===== config.mk =====
export PLATFORM = sky130hd
export DESIGN_NAME = irq_hub64
export DESIGN_NICKNAME = d
export VERILOG_FILES = /design/src/rtl/irq_hub_pkg.sv /design/src/rtl/irq_hub_flags.sv /design/src/rtl/irq_hub_regif.sv /design/src/rtl/irq_hub_out.sv /design/src/rtl/irq_hub64.sv
export SDC_FILE = /design/constraint.sdc
export NUM_CORES = 1
export LEC_CHECK = 0
export CORE_MARGIN = 8
export CORE_UTILIZATION = 58
export DETAILED_ROUTE_END_ITERATION = 16
export DONT_BUFFER_PORTS = 1
export PLACE_DENSITY = 0.75
export SKIP_CTS_REPAIR_TIMING = 1
export SLEW_MARGIN = 15
export SYNTH_ARGS = -nofsm -noshare
export SYNTH_HDL_FRONTEND = slang
export SYNTH_HIERARCHICAL = 1
export SYNTH_SLANG_ARGS = --single-unit

===== constraint.sdc =====
create_clock -name clk -period 1.91 [get_ports clk]
set_input_delay 0.2865 -clock clk [delete_from_list [all_inputs] [get_ports clk]]
set_output_delay 0.2865 -clock clk [all_outputs]
set_load 0.05 [all_outputs]

===== src/rtl/irq_hub_pkg.sv =====
package irq_hub_pkg;
   // Byte offsets of the register areas.
   localparam int unsigned CLR_BASE   = 32'h040;
   localparam int unsigned EN_BASE    = 32'h050;
   localparam int unsigned ST_BASE    = 32'h058;
   localparam int unsigned ROUTE_ADDR = 32'h3A4;
   localparam int unsigned LANES      = 4;

   localparam logic [7:0] ROUTE_FAST = 8'd0;
   localparam logic [7:0] ROUTE_REG  = 8'd1;
endpackage


===== src/rtl/irq_hub_flags.sv =====
module irq_hub_flags #(
   parameter int unsigned N_SRC = 64
) (
   input  logic             clk,
   input  logic             rst_n,
   input  logic [N_SRC-1:0] lines,
   input  logic [N_SRC-1:0] clr,
   output logic [N_SRC-1:0] flags
);
   for (genvar k = 0; k < N_SRC; k++) begin : g_src
      logic f_q;
      // set has priority over clear
      always_ff @(posedge clk or negedge rst_n) begin
         if (!rst_n) f_q <= 1'b0;
         else        f_q <= lines[k] | (f_q & ~clr[k]);
      end
      assign flags[k] = f_q;
   end
endmodule


===== src/rtl/irq_hub_regif.sv =====
module irq_hub_regif
   import irq_hub_pkg::*;
#(
   parameter int unsigned N_SRC  = 64,
   parameter int unsigned ADDR_W = 12
) (
   input  logic              clk,
   input  logic              rst_n,
   input  logic              bus_sel,
   input  logic              bus_wr,
   input  logic [ADDR_W-1:0] bus_addr,
   input  logic [3:0]        bus_be,
   input  logic [31:0]       bus_wdata,
   input  logic [N_SRC-1:0]  status,
   output logic [N_SRC-1:0]  en_q,
   output logic [N_SRC-1:0]  clr_vec,
   output logic [7:0]        route_q,
   output logic [31:0]       bus_rdata
);
   localparam int unsigned NB = N_SRC / 8;
   localparam int unsigned WA = ADDR_W - 2;
   localparam int unsigned RL = ROUTE_ADDR % LANES;
   localparam logic [WA-1:0] RW = WA'(ROUTE_ADDR / LANES);

   logic [WA-1:0] word_a;
   logic          wr_fire, rd_fire;
   logic [1:0]    unused_lo;
   logic [31:0]   en_part [NB];
   logic [31:0]   st_part [NB];
   logic [31:0]   rt_part;

   assign word_a    = bus_addr[ADDR_W-1:2];
   assign unused_lo = bus_addr[1:0];
   assign wr_fire   = bus_sel & bus_wr;
   assign rd_fire   = bus_sel & ~bus_wr;

   for (genvar n = 0; n < NB; n++) begin : g_byte
      localparam int unsigned EL = (EN_BASE + n) % LANES;
      localparam int unsigned SL = (ST_BASE + n) % LANES;
      localparam int unsigned CL = (CLR_BASE + n) % LANES;
      localparam logic [WA-1:0] EW = WA'((EN_BASE + n) / LANES);
      localparam logic [WA-1:0] SW = WA'((ST_BASE + n) / LANES);
      localparam logic [WA-1:0] CW = WA'((CLR_BASE + n) / LANES);

      logic [7:0] en_b;
      logic       en_wr, clr_wr;

      assign en_wr  = wr_fire && (word_a == EW) && bus_be[EL];
      assign clr_wr = wr_fire && (word_a == CW) && bus_be[CL];

      always_ff @(posedge clk or negedge rst_n) begin
         if (!rst_n)     en_b <= '0;
         else if (en_wr) en_b <= bus_wdata[8*EL +: 8];
      end

      assign en_q[8*n +: 8]    = en_b;
      assign clr_vec[8*n +: 8] = clr_wr ? bus_wdata[8*CL +: 8] : 8'h00;
      assign en_part[n] = (rd_fire && word_a == EW) ? (32'(en_b) << (8*EL)) : 32'h0;
      assign st_part[n] = (rd_fire && word_a == SW) ? (32'(status[8*n +: 8]) << (8*SL)) : 32'h0;
   end

   always_ff @(posedge clk or negedge rst_n) begin
      if (!rst_n)                                   route_q <= '0;
      else if (wr_fire && word_a == RW && bus_be[RL]) route_q <= bus_wdata[8*RL +: 8];
   end

   assign rt_part = (rd_fire && word_a == RW) ? (32'(route_q) << (8*RL)) : 32'h0;

   always_comb begin
      bus_rdata = rt_part;
      for (int n = 0; n < NB; n++) bus_rdata = bus_rdata | en_part[n] | st_part[n];
   end
endmodule


===== src/rtl/irq_hub_out.sv =====
module irq_hub_out
   import irq_hub_pkg::*;
#(
   parameter int unsigned N_SRC   = 64,
   parameter bit          REG_OUT = 1'b1
) (
   input  logic             clk,
   input  logic             rst_n,
   input  logic [N_SRC-1:0] status,
   input  logic [7:0]       route,
   output logic             irq_out,
   output logic             fiq_out
);
   logic any, irq_d, fiq_d;
   assign any   = |status;
   assign irq_d = any && (route == ROUTE_REG);
   assign fiq_d = any && (route == ROUTE_FAST);

   if (REG_OUT) begin : g_reg
      always_ff @(posedge clk or negedge rst_n) begin
         if (!rst_n) begin
            irq_out <= 1'b0;
            fiq_out <= 1'b0;
         end else begin
            irq_out <= irq_d;
            fiq_out <= fiq_d;
         end
      end
   end else begin : g_comb
      logic unused_clk;
      assign unused_clk = clk ^ rst_n;
      assign irq_out = irq_d;
      assign fiq_out = fiq_d;
   end
endmodule


===== src/rtl/irq_hub64.sv =====
module irq_hub64
   import irq_hub_pkg::*;
#(
   parameter int unsigned N_SRC   = 64,
   parameter int unsigned ADDR_W  = 12,
   parameter bit          REG_OUT = 1'b1
) (
   input  logic              clk,
   input  logic              rst_n,
   input  logic [N_SRC-1:0]  irq_lines,
   input  logic              bus_sel,
   input  logic              bus_wr,
   input  logic [ADDR_W-1:0] bus_addr,
   input  logic [3:0]        bus_be,
   input  logic [31:0]       bus_wdata,
   output logic [31:0]       bus_rdata,
   output logic              irq_out,
   output logic              fiq_out
);
   if (N_SRC % 8 != 0 || N_SRC == 0 || N_SRC > 64) begin : g_bad_src
      $error("N_SRC must be a non-zero multiple of 8 not above 64");
   end
   if (ADDR_W < 10) begin : g_bad_addr
      $error("ADDR_W too narrow for the routing byte");
   end

   logic [N_SRC-1:0] flag_q, en_q, clr_vec, status_w;
   logic [7:0]       route_q;

   assign status_w = flag_q & en_q;

   irq_hub_flags #(.N_SRC(N_SRC)) i_flags (
      .clk(clk), .rst_n(rst_n), .lines(irq_lines), .clr(clr_vec), .flags(flag_q)
   );

   irq_hub_regif #(.N_SRC(N_SRC), .ADDR_W(ADDR_W)) i_regif (
      .clk(clk), .rst_n(rst_n), .bus_sel(bus_sel), .bus_wr(bus_wr),
      .bus_addr(bus_addr), .bus_be(bus_be), .bus_wdata(bus_wdata),
      .status(status_w), .en_q(en_q), .clr_vec(clr_vec), .route_q(route_q),
      .bus_rdata(bus_rdata)
   );

   irq_hub_out #(.N_SRC(N_SRC), .REG_OUT(REG_OUT)) i_out (
      .clk(clk), .rst_n(rst_n), .status(status_w), .route(route_q),
      .irq_out(irq_out), .fiq_out(fiq_out)
   );
endmodule


After elaboration in Yosys (flattened, before gate mapping) --
Index checks and enable logic that the tools add are counted.
Operators by class: reductions and logical operators 31, equal/unequal tests 8, bitwise logic cells 212, mux-type cells 25
Operator list (number):
- 32-bit OR | 11
- 32-bit 2-to-1 mux | 4
- 8-bit 2-to-1 mux | 13
- 24-bit 2-to-1 mux | 4
- 1-bit bitwise AND | 66
- 1-bit NOT | 65
- 64-bit bitwise AND | 1
- 16-bit 2-to-1 mux | 4
- 1-bit OR | 64
- 32-bit by 16-bit OR with 32-bit output | 2
- 32-bit by 24-bit OR with 32-bit output | 2
- 64-bit OR reduction | 1
- 10-bit by 5-bit equality test with 1-bit output (second input constant) | 6
- 8-bit by 32-bit OR with 32-bit output | 1
- 1-bit logical AND | 29
- 10-bit by 8-bit equality test with 1-bit output (second input constant) | 1
- 8-bit by 1-bit equality test with 1-bit output (second input constant) | 1
- 8-bit zero test | 1
Word-level totals: word-level logic and storage cells 351, register bits 138

Logic depth before layout (Yosys ltp) --
Gate-level depths: netlist of the first run.
depth in word-level cells 20, gate-level depth with buffers 8

Modules after synthesis --
Netlist of the first run, hierarchy kept.
Modules (own cells, without submodules):
- irq_hub_regif | area an instance 4511.8 µm², cells an instance 390, instances 1
- irq_hub_flags | area an instance 2802.7 µm², cells an instance 256, instances 1
- irq_hub64 | area an instance 400.4 µm², cells an instance 64, instances 1
- irq_hub_out | area an instance 225.2 µm², cells an instance 28, instances 1

Least setup slack after synthesis of the first run --
OpenSTA, ideal clock, no wires.
path kind in2out, start input bus_addr[5], end output bus_rdata[5], stages on the path 5, arrival time 2631 ps, buffers on the path 1, path slack -1007 ps, required time 1623 ps, cell sequence or4b_4 nor4_4 buf_6 nand2_1 o21ai_0
On the way: longest elaborated chain between the ends 19, elaborated cells between the ends (all ways) 31, those cells by class 5 x eq/ne; 5 x mux; 16 x bitwise; 5 x reduce/logical
Ends and longest elaborated chain:
- start, declared | RTL line irq_hub64.sv:13 | input logic [ADDR_W-1:0] bus_addr,
- 10-bit by 8-bit equality test with 1-bit output or 10-bit by 5-bit equality test with 1-bit output (tied branches) | RTL line irq_hub_regif.sv:67, irq_hub_regif.sv:58
- 1-bit logical AND (on tied branches) | RTL line irq_hub_regif.sv:67, irq_hub_regif.sv:58
- 8-bit 2-to-1 mux (on tied branches) | RTL line irq_hub_regif.sv:67, irq_hub_regif.sv:58
- 8-bit by 32-bit OR with 32-bit output | RTL line irq_hub_regif.sv:71 | for (int n = 0; n < NB; n++) bus_rdata = bus_rdata | en_part[n] | st_part[n];
- 32-bit OR (8 in a row) | RTL line irq_hub_regif.sv:71
- 32-bit OR * | RTL line irq_hub_regif.sv:71
- 32-bit by 16-bit OR with 32-bit output * (2 in a row) | RTL line irq_hub_regif.sv:71
- 32-bit by 24-bit OR with 32-bit output * (2 in a row) | RTL line irq_hub_regif.sv:71
- 32-bit OR * (2 in a row) | RTL line irq_hub_regif.sv:71
- end, declared | RTL line irq_hub64.sv:16 | output logic [31:0] bus_rdata,
Mark *: on every way between the ends. The rest lies on a longest branch, timed or not.

Final worst setup path of the first run --
start input bus_addr[5], end output bus_rdata[3]
The elaborated chain is that of the path after synthesis.

==> results of run 1 <==
## per-layer routing
layer | wire length, um | part of all wire, % | track usage, %
met1 | 8840 | 38 | 29.0
met2 | 11800 | 51 | 40.2
met3 | 2130 | 9.1 | 8.21
met4 | 580 | 2.5 | 8.14
met5 | 0 | 0 | 0
## power by group
| part | switching (mW) | leakage [nW] | internal [mW] |
|---|---|---|---|
| clock network | 1.24 | 0.295 | 2.17 |
| registers | 0.0247 | 1.59 | 2.94 |
| logic | 0.132 | 2.11 | 0.196 |
## critical path: cells and delay by family
family / cells / cell delay, ns
buf+inv: 3 / 0.55
simple gates: 3 / 0.85
compound gates: 1 / 0.11
## synthesized netlist by cell type
cell type  count  area [um2]
nand2_1       36         135
nor3_2         2        20.0
or4_1          1        7.51
mux2_2        65         732
clkbuf_2       1        5.00
mux2_1         1        11.3
mux2_4        13         195
nand4_1       10        62.6
and2_1        64         400
a22oi_1        7        52.6
or4_4          1        11.3
nor3b_1        1        7.51
or4b_4         1        13.8
clkbuf_1      23        86.3
mux4_2        25         563
a21o_1        64         480
nor4_4         1        21.3
buf_6          1        11.3
and4b_1        2        20.0
o211ai_1       5        37.5
nor2b_1        3        18.8
nand3_2        4        40.0
buf_1          5        18.8
and3_1        26         163
buf_4         64         480
nand4b_1       1        8.76
dfrtp_1      138        3450
o21ai_0        2        10.0
nor3_1        65         325
nand2b_1       1        6.26
nand3_1        8        40.0
nor4_1        18         113
or3_1          1        6.26
nor2_1         1        3.75
inv_1         64         240
nor3_4         1        16.3
a32oi_1        2        17.5
or4b_1         1        10.0
buf_2          5        25.0
nand3_4        4        70.1
## state kept, by name (all words and copies together), names as in the netlist
signal	cells
i_flags/g_src.f_q	64
i_out/irq_out	1
i_regif/g_byte.en_b	64
i_regif/route_q	8
i_out/fiq_out	1
## per-stage QoR
stage / TNS (ns) / setup slack (ns)
finish: -3.40 / -0.184
global route: -4.55 / -0.217
CTS: -4.06 / -0.193
detailed placement: -8.68 / -0.172
global placement: -6.73 / -0.141
floorplan: -13.25 / -0.644
## final cells by class
class | instances | area share [%]
tap | 176 | 2.23
sequential | 138 | 34.9
inverter | 64 | 2.43
clock inverter | 13 | 1.80
timing repair buffer | 153 | 14.5
multi-input combinational | 437 | 39.7
clock buffer | 18 | 4.34
antenna | 1 | 0.0253
## cell families (layout without fill, tap and decap cells)
family	count (synthesis)	count (layout)
DFF	138	138
buffers and inverters	163	248
muxes	104	104
other	0	1
AOI/OAI and AO/OA	80	80
and+or+nand+nor	253	253
## worst min-delay path by stage
stage | startpoint | end
floorplan | rst_n | i_flags/g_src[0].f_q
global placement | rst_n | i_flags/g_src[38].f_q
detailed placement | rst_n | i_flags/g_src[38].f_q
CTS | rst_n | i_flags/g_src[38].f_q
global route | rst_n | i_flags/g_src[38].f_q
finish | rst_n | i_flags/g_src[38].f_q
==> metrics.yaml, run 1 <==
final_cell_mix: "dfrtp_1 (138), dlygate4sd3_1 (77), buf_4 (67), nor3_1 (65), mux2_2 (65)"
antenna_found_initial: 1
postLayoutCoreUtil_pct: 74.4
multi_input_area_um2: 3930
gp_congestion: 0.855
avgSynthCellArea_um2: 10.8
synth_compound_area_share_pct: 7.53
final_cells: 1000
fin_total_pwr_mw: 6.70
cap_violations: 0
die-area_um2: 17700
finalSetupViolCount: 34
synth-adder-area-share_pct: 0
grt_pass1_wl_um: 33400
vias: 6172
dr.pass1.iters: 4
critPathArrivalTime_ns: 1.81
clock-sinks: 138
synthSimpleGateAreaFrac_pct: 19.1
ios: 150
end_kind: "primary output"
routed_wl_um: 23400
root_buffer: "clkbuf_16"
relSlewSlack_pct: 61.8
path_cells: "or4b_4 -> nor4_4 -> buf_12 -> buf_6 -> nand3_2 -> o211ai_1 -> buf_4"
grt_util_all_layers_pct: 24.3
clk_pin_slew_ns: 0.06
h-tree-depth: 4
r2r_cells: 7
ant_nets: 0
timing.hold.ws_ns: -0.433
grt_max_degree: 139
worstSetupPathType: "in -> out"
status: "finished with violations"
timing.critical_path.required_ns: 1.62
dp_cells: 844
cpPeakStageDelay_ns: 0.53
port_buffers: 0
final_design_area_no_fill_um2: 9890
p_leak_nw: 4.00
clock_latency_ns: 0.41
finalCritPeriodShare_pct: 110
viasPerCell: 6.17
drive_gt1_share_pct: 36.0
cts_tree: "yes"
hpwl_um: 15000
mappedNetlistNets: 854
crit_path_end: "bus_rdata[3]"
drtIter0Drc: 554
r2r_end: "i_out/irq_out"
die_width_um: 133
rrSetupSlack_ns: -0.14
syn_area_um2: 7940
rows: 42
yosys_warnings: 6
n_fill_cell: 838
cp-start-kind: "input pin"
crit_path_max_fanout: 7
min_path_type: "in -> async"
yosys.cell_types.count: 40
wl_per_cell_um: 23.4
slew_violations: 0
synth_top_family_by_area: "simple AND/OR/NAND/NOR gates"
r2r_start: "i_flags/g_src[6].f_q"
clockBufferDepth: 2
seq_area_um2: 3450
hold_violations: 138
grt_pass1_vias: 5944
nets: 927
critPathLaunch: "bus_addr[5]"
period_minus_slack_ns: 2.09
power.density_nw_per_um2: 678
start_util_pct: 59.7
fmax_ghz: 0.478
fp.dieH_um: 133
dpl_cell_area_um2: 7970
fin_worst_skew_ns: 0.00541
synthCells: 738
cts_buffers: 17
ys_ff_latch: 138
drc_errors: 0
synth_xor_area_share_pct: 0
slowest_stage: "or4b_4"
ys_seq_area_share_pct: 43.5
design.core.area_um2: 13300
fin_ws_ns: -0.184
rsz0062_at_grt: "yes"
synthMuxAreaShare_pct: 18.9
grt-ovfl-total: 0
peakVddDrop_mv: 0.628
tightest_slew_ns: 0.568
failed_checks: "negative hold slack, negative setup slack"
layout_commonest_cell: "dfrtp_1"
areaGrowthSynthToFinish_pct: 24.5
No activity file was read; power rests on OpenSTA's default activity.
==> inputs of run 2 (changes only) <==
--- a/config.mk
+++ b/config.mk
@@ -6,10 +6,10 @@
 export NUM_CORES = 1
 export LEC_CHECK = 0
 export CORE_MARGIN = 8
-export CORE_UTILIZATION = 58
+export CORE_UTILIZATION = 65
 export DETAILED_ROUTE_END_ITERATION = 16
 export DONT_BUFFER_PORTS = 1
-export PLACE_DENSITY = 0.75
+export PLACE_DENSITY = 0.8
 export SKIP_CTS_REPAIR_TIMING = 1
 export SLEW_MARGIN = 15
 export SYNTH_ARGS = -nofsm -noshare
==> constraint.sdc (replaced) <==
create_clock -name clk -period 2.5 [get_ports clk]
set_input_delay 0.375 -clock clk [delete_from_list [all_inputs] [get_ports clk]]
set_output_delay 0.375 -clock clk [all_outputs]
set_load 0.05 [all_outputs]
==> run 2 against run 1 <==
Compared with the run above: the run ends with negative hold slack left; sequential cell count did not move; critical endpoint is now bus_rdata[7]; combinational power is 60% lower; first-iteration DRC count shrank 16%; hold slack improved by 0.077 ns; register-to-register slack better by 0.63 ns; power down 25%; global-route usage is 2.4 points higher.
==> metrics.yaml, run 2 (synthesized netlist as in run 1, its figures left out) <==
hpwl_um: 14600  # -2.4%
drive_gt1_share_pct: 28.1  # -7.8 points
hold_violations: 138  # unchanged
die-area_um2: 16000  # -9.5%
cap_violations: 0  # unchanged
top_regs: "i_flags/g_src.f_q: 64 flops, i_regif/g_byte.en_b: 64 flops, i_regif/route_q: 8 flops"
power.density_nw_per_um2: 596  # -12%
tightest_slew_ns: 0.809  # +0.241 ns
grt_max_degree: 139  # unchanged
fmax_ghz: 0.431
grt_util_all_layers_pct: 26.7  # +2.4 points
viasPerCell: 6.56  # +6.3%
p_leak_nw: 3.43  # -14%
period_minus_slack_ns: 2.32
clock_latency_ns: 0.43  # +0.02 ns
fin_total_pwr_mw: 5.03  # -25%
status: "finished with violations"
min_path_type: "in -> async"
grt_pass1_vias: 5917  # -0.45%
cp-start-kind: "input pin"
wl_per_cell_um: 24.8  # +6.1%
grt_pass1_wl_um: 32700  # -2.2%
relSlewSlack_pct: 45.8  # -16 points
layout_commonest_cell: "dfrtp_1"
vias: 5537  # -10%
finalCritPeriodShare_pct: 92.8
end_kind: "primary output"
final_design_area_no_fill_um2: 8450  # -15%
clk_pin_slew_ns: 0.06  # about the same
fp.dieH_um: 127  # -4.9%
postLayoutCoreUtil_pct: 70.6  # -3.7 points
tns_ns: 0  # +3.40 ns
root_buffer: "clkbuf_16"
rsz0062_at_grt: "no"
die_width_um: 127  # -4.9%
fin_worst_skew_ns: 0.00366  # -0.00175 ns
dpl_cell_area_um2: 7830  # -1.7%
port_buffers: 0  # unchanged
rrSetupSlack_ns: 0.49  # +0.63 ns
failed_checks: "negative hold slack"
crit_path_max_fanout: 18  # +11
grt-ovfl-total: 0  # unchanged
timing.critical_path.required_ns: 2.12  # +0.50 ns
nets: 800  # -14%
critPathArrivalTime_ns: 1.94  # +0.13 ns
h-tree-depth: 4  # unchanged
dr.pass1.iters: 5  # +1
timing.hold.ws_ns: -0.355  # +0.0773 ns
worstSetupPathType: "in -> out"
multi_input_area_um2: 3660  # -6.9%
n_fill_cell: 859  # +2.5%
ios: 150  # unchanged
drtIter0Drc: 467  # -16%
areaGrowthSynthToFinish_pct: 6.41
clockBufferDepth: 2  # unchanged
start_util_pct: 66.4  # +6.7 points
clock-sinks: 138  # unchanged
routed_wl_um: 20900  # -10%
finalSetupViolCount: 0  # -100%
gp_congestion: 0.832  # -2.6%
drc_errors: 0  # unchanged
cts_tree: "yes"
peakVddDrop_mv: 0.660  # +5.1%
rows: 40  # -4.8%
diodes: 0  # -1
antenna_found_initial: 0  # -1
seq_area_um2: 3450  # unchanged
final_cell_mix: "dfrtp_1 (138), nor3_1 (65), mux2_2 (65)"
cts_buffers: 17  # unchanged
design.core.area_um2: 12000  # -10%
slew_violations: 0  # unchanged
ant_nets: 0  # unchanged
run 2: changes by cell type in the layout (fill, tap and decap cells not counted), sizes merged:
| cell | delta |
|---|---|
| clkinvlp | +3 |
| clkbuf | +1 |
| buf | -49 |
| clkinv | -4 |
| dlygate4sd3 | -77 |
| diode | -1 |
run 2: metrics by stage:
step,setup slack (ns),std cells
after global routing,0.150,844
after CTS,0.195,844
after detailed placement,0.209,812
after global placement,0.213,812
final,0.181,844
after floorplan,-0.217,738
run 2: per-layer routing:
layer / up-vias / global-route usage (%) / wire, um
li1: 2429 / - / -
met2: 274 / 42.9 / 10200
met5: - / 0 / 0
met3: 42 / 10.6 / 2080
met4: 0 / 11.2 / 530
met1: 2792 / 31.3 / 8060
run 2: cell type report:
cell class / count / share of cell area [%]
clock buffers: 20 / 5.29
clock inverters: 12 / 2.04
inverters: 64 / 2.84
multi-input cells: 437 / 43.3
flip-flops and latches: 138 / 40.9
well taps: 147 / 2.18
repair buffers: 26 / 3.49
run 2: where the power goes:
part           switching [mW]  leakage [nW]  total, mW  internal, mW
registers              0.0191          1.59       2.26          2.24
clock network           0.951         0.288       2.64          1.69
logic                  0.0692          1.55      0.132        0.0624
total                    1.04          3.43       5.03          3.99
run 2: path summary, 6_finish.rpt:
| path | start | end | cells past startpoint |
|---|---|---|---|
| min in group clk | irq_lines[12] | i_flags/g_src[12].f_q | 1 |
| min reg2reg | i_flags/g_src[19].f_q | i_flags/g_src[19].f_q | 1 |
| max in group asynchronous | rst_n | i_flags/g_src[5].f_q | 0 |
| max reg2reg | i_flags/g_src[42].f_q | i_out/irq_out | 6 |
| min | rst_n | i_flags/g_src[25].f_q | 0 |
| max | bus_addr[5] | bus_rdata[7] | 6 |
run 2: critical path, cell delays in order:
cell      delay (ns)
or4b_4          0.53
nor4_4          0.21
buf_12          0.22
nand2_4         0.10
o211ai_1        0.25
buf_4           0.25
